**src/rtl/twowire_jtag_bridge.sv**
```systemverilog
module twowire_jtag_bridge (
  input  logic clk,
  input  logic rst,
  input  logic four_phase_i,
  input  logic dbg_clk_i,
  input  logic dbg_dat_i,
  output logic dbg_dat_o,
  output logic dbg_dat_oe,
  output logic tap_tck_o,
  output logic tap_tms_o,
  output logic tap_tdi_o,
  input  logic tap_tdo_i
);

  logic       clk_q;
  logic [1:0] slot;
  logic       tdi_cap, tms_cap, pend;
  logic [1:0] step;
  logic       tdo_ret;

  wire fall = clk_q & ~dbg_clk_i;
  wire last = four_phase_i ? (slot == 2'd3) : (slot == 2'd1);

  always_ff @(posedge clk) begin
    if (rst) begin
      clk_q      <= 1'b0;
      slot       <= 2'd0;
      tdi_cap    <= 1'b0;
      tms_cap    <= 1'b0;
      pend       <= 1'b0;
      step       <= 2'd0;
      tdo_ret    <= 1'b0;
      dbg_dat_o  <= 1'b0;
      dbg_dat_oe <= 1'b0;
      tap_tck_o  <= 1'b0;
      tap_tms_o  <= 1'b1;
      tap_tdi_o  <= 1'b0;
    end else begin
      clk_q <= dbg_clk_i;
      if (fall) begin
        slot <= last ? 2'd0 : slot + 2'd1;
        case (slot)
          2'd0: begin
            tdi_cap <= dbg_dat_i;
            if (pend) begin
              tap_tdi_o <= tdi_cap;
              tap_tms_o <= tms_cap;
              step      <= 2'd1;
              pend      <= 1'b0;
            end
          end
          2'd1: begin
            tms_cap <= dbg_dat_i;
            if (!four_phase_i) pend <= 1'b1;
          end
          2'd2: begin
            dbg_dat_oe <= 1'b1;
            dbg_dat_o  <= tdo_ret;
          end
          default: begin
            dbg_dat_oe <= 1'b0;
            dbg_dat_o  <= 1'b0;
            pend       <= 1'b1;
          end
        endcase
      end
      case (step)
        2'd1: begin tap_tck_o <= 1'b1; step <= 2'd2; end
        2'd2: begin tap_tck_o <= 1'b0; step <= 2'd3; end
        2'd3: begin tdo_ret <= tap_tdo_i; step <= 2'd0; end
        default: ;
      endcase
    end
  end

endmodule


```
**config.mk**
```make
export PLATFORM = sky130hd
export DESIGN_NAME = twowire_jtag_bridge
export DESIGN_NICKNAME = d
export VERILOG_FILES = /design/src/rtl/twowire_jtag_bridge.sv
export SDC_FILE = /design/constraint.sdc
export NUM_CORES = 1
export LEC_CHECK = 0
export CAP_MARGIN = 20
export CORE_MARGIN = 5
export CORE_UTILIZATION = 50
export CTS_CLUSTER_SIZE = 25
export DETAILED_ROUTE_END_ITERATION = 6
export PLACE_DENSITY = 0.81
export SLEW_MARGIN = 10
export SYNTH_ARGS = -nofsm -noshare
export SYNTH_HDL_FRONTEND = slang
export SYNTH_SLANG_ARGS = --single-unit
export TNS_END_PERCENT = 20
```
**constraint.sdc**
```tcl
create_clock -name clk -period 2.9 [get_ports clk]
set_input_delay 0.58 -clock clk [delete_from_list [all_inputs] [get_ports clk]]
set_output_delay 0.58 -clock clk [all_outputs]
set_load 0.02 [all_outputs]
```
==> metrics.cfg <==
[yosys]
synth_mux_area_share_pct=6.79
synthCells=74
synth_top_family_by_area=simple AND/OR/NAND/NOR gates
synth_fa_ha_area_share_pct=15.3
yosysUniqueCellTypes=25
ys.flop_type=dfxtp_1
synth-xor-area-share_pct=0
syn_area_per_cell_um2=9.96
synth-compound-area-share_pct=14.8
synth_enable_flop_cells=0
yosysSeqAreaShare_pct=38.0
synth-async-reset-ratio_pct=0
synth-simple-area-share_pct=20.5
netlist_area_um2=737
synthesis.nets=89
synth-seq-cells=14
yosysWarnings=0

[global_route]
overflow=0
grt_max_degree=15
grt_pass1_vias=525
top_usage_layer=met2
use_met2_pct=17.0
antenna_found_initial=0
grt_pass1_wl_um=2280
grt_use_total_pct=12.1
gr-usage-met3_pct=4.28
use_met1_pct=15.1

[setup_path]
reg2reg_to=step[0]
crit_chain=clkdlybuf4s50_1
cp_top_family=buffers and inverters
worstRegToRegCells=5
slowest_delay_ns=0.61
path_buf_inv=1
path_depth=1
crit_type=register to primary output
r2r_slack_ns=1.28
cp.arrival_ns=1.24
crit_slowest_cell=clkdlybuf4s50_1
crit_path_end_kind=primary output
crit_fanout=2
cp.required_ns=2.32
timing.rr.start=step[1]
startpoint_type=register

[timing]
skew_ns=0.00376
drv_slew=0
hold_ws_ns=0.467
fin_crit_sh_pct=62.7
grt_setup_unrepaired=no
max-slew-margin-rel_pct=64.7
finalHoldViolCount=0
timing.final.ws_setup_ns=1.08
worstMarginPinSlew_ns=0.528
layout_min_cycle_time_ns=1.82
timing.fmax_ghz=0.550
fin_tns_setup_ns=0
setup_violations=0

[power]
p_clk_share_pct=26.6
swShare_pct=31.7
pwr-share-comb_pct=29.9
vdd_drop_max_mv=0.402
seq_power_share_pct=43.5
power_switching_mw=0.169
p_leak_nw=0.356
power_density_mw_per_mm2=604
p_int_mw=0.363

[cells_and_area]
nNetsFinal=102
syn_to_final_growth_pct=19.5
final_cell_area_um2=881
drive_gt1_share_pct=10.5
diodes=0

[clocking]
cts_tree=built
cts_buffer_depth=2
clk_latency_ns=0.28
path_clk_slew_ns=0.09
cts.sinks=14
htreeDepth=1
cts_setup_buffers=0
postCtsHoldBufs=0
cts_resized=0
cts-root-buf=clkbuf_4
numCtsBuffers=3

[floorplanning]
start_util_pct=54.6
boundaryPins=11
die_w_um=48.4
core_area_mm2=0.00135
rows=13
dieArea_mm2=0.00234
die_h_um=48.4

[place]
place_congestion=0.847
hpwl_um=994
place_area_um2=845
dp_worst_setup_slack_ns=0.885
io_buffers=10

[detailed_routing]
drtIter0Drc=10
vias_per_cell=5.49
wl_per_cell_um=13.0
drt-total-wl_um=1320
firstDrtPassIters=4
ant_nets=0
drc=0
via_count=554

[outcome]
status=completed

[min_path]
holdPathEnd=tap_tms_o
hp-class=register to register
min_path_cells=1
min_from=tap_tms_o

[flow_run]
maxCapViolations=0

==> cells by family after synthesis <==
family	count (synthesis)
AO/OA/AOI/OAI	16
adder cells (fa/ha/maj)	9
buffers and inverters	8
flip-flops	14
multiplexers	5
AND/OR/NAND/NOR	22
==> state kept, by name (all words and copies together) (netlist names) <==
signal      flops
clk_q           1
dbg_dat_o       1
dbg_dat_oe      1
pend            1
slot            2
step            2
tap_tck_o       1
tap_tdi_o       1
tap_tms_o       1
tdi_cap         1
tdo_ret         1
tms_cap         1
==> per-layer routing <==
layer / routed length, um / up-vias
li1: - / 286
met1: 604 / 248
met2: 571 / 16
met3: 108 / 4
met4: 33 / 0
met5: 0 / -
==> stage by stage <==
step	total power [mW]	utilization, %	instances
after global placement	0.390	62.6	97
after detailed placement	0.395	62.6	97
after floorplan	0.354	-	74
after global routing	0.560	65.2	101
final	0.532	65.2	101
after CTS	0.533	65.2	101
==> cell usage after synthesis, types with 2 or more instances <==
cell	n	share of area, %
a21oi_1	8	5.4
dfxtp_1	14	38
ha_1	9	15
inv_1	6	3.1
mux2i_1	5	6.8
nand2_1	2	1.0
nand3_1	6	4.1
nor2_1	6	3.1
nor2b_1	2	1.7
==> power by group through the flow <==
stage	Clock [mW]	Combinational (mW)	Sequential [mW]
floorplan	0	0.115	0.238
global placement	0	0.154	0.236
CTS	0.142	0.160	0.232
finish	0.141	0.159	0.231
global route	0.153	0.172	0.235
detailed placement	0	0.159	0.236
==> layout make-up <==
type / instances / area (um^2)
clock buffer: 4 / 36.3
fill: 109 / 469
inverter: 6 / 22.5
multi-input combinational: 52 / 423
sequential: 14 / 280
tap: 15 / 18.8
timing repair buffer: 10 / 100
==> how the worst max path moves through the flow <==
stage                     from         end  slack [ns]
floorplan              slot[0]     step[1]        1.47
global placement     dbg_clk_i     step[0]        0.97
detailed placement   dbg_clk_i     step[0]        0.88
CTS                  dbg_dat_o   dbg_dat_o        1.09
global route        dbg_dat_oe  dbg_dat_oe        1.03
finish               dbg_dat_o   dbg_dat_o        1.08
==> cells in the final DEF (no fill, tap or decap) <==
master           instances
a2111oi_1                1
a21oi_1                  8
ha_1                     9
nor2_1                   6
a211oi_1                 1
nor4b_2                  1
nor2b_1                  2
dfxtp_1                 14
clkbuf_8                 1
nand4b_1                 1
a21o_2                   1
clkbuf_4                 3
or2b_1                   1
nand2_1                  2
nor4_4                   1
nand3_1                  6
o21ai_0                  1
inv_1                    6
a311oi_1                 1
a211oi_2                 1
a21o_1                   1
nand2b_1                 1
clkdlybuf4s50_1         10
mux2i_1                  5
nand3b_4                 1
a211o_1                  1
Note: power is estimated with default switching activity, not from simulation.
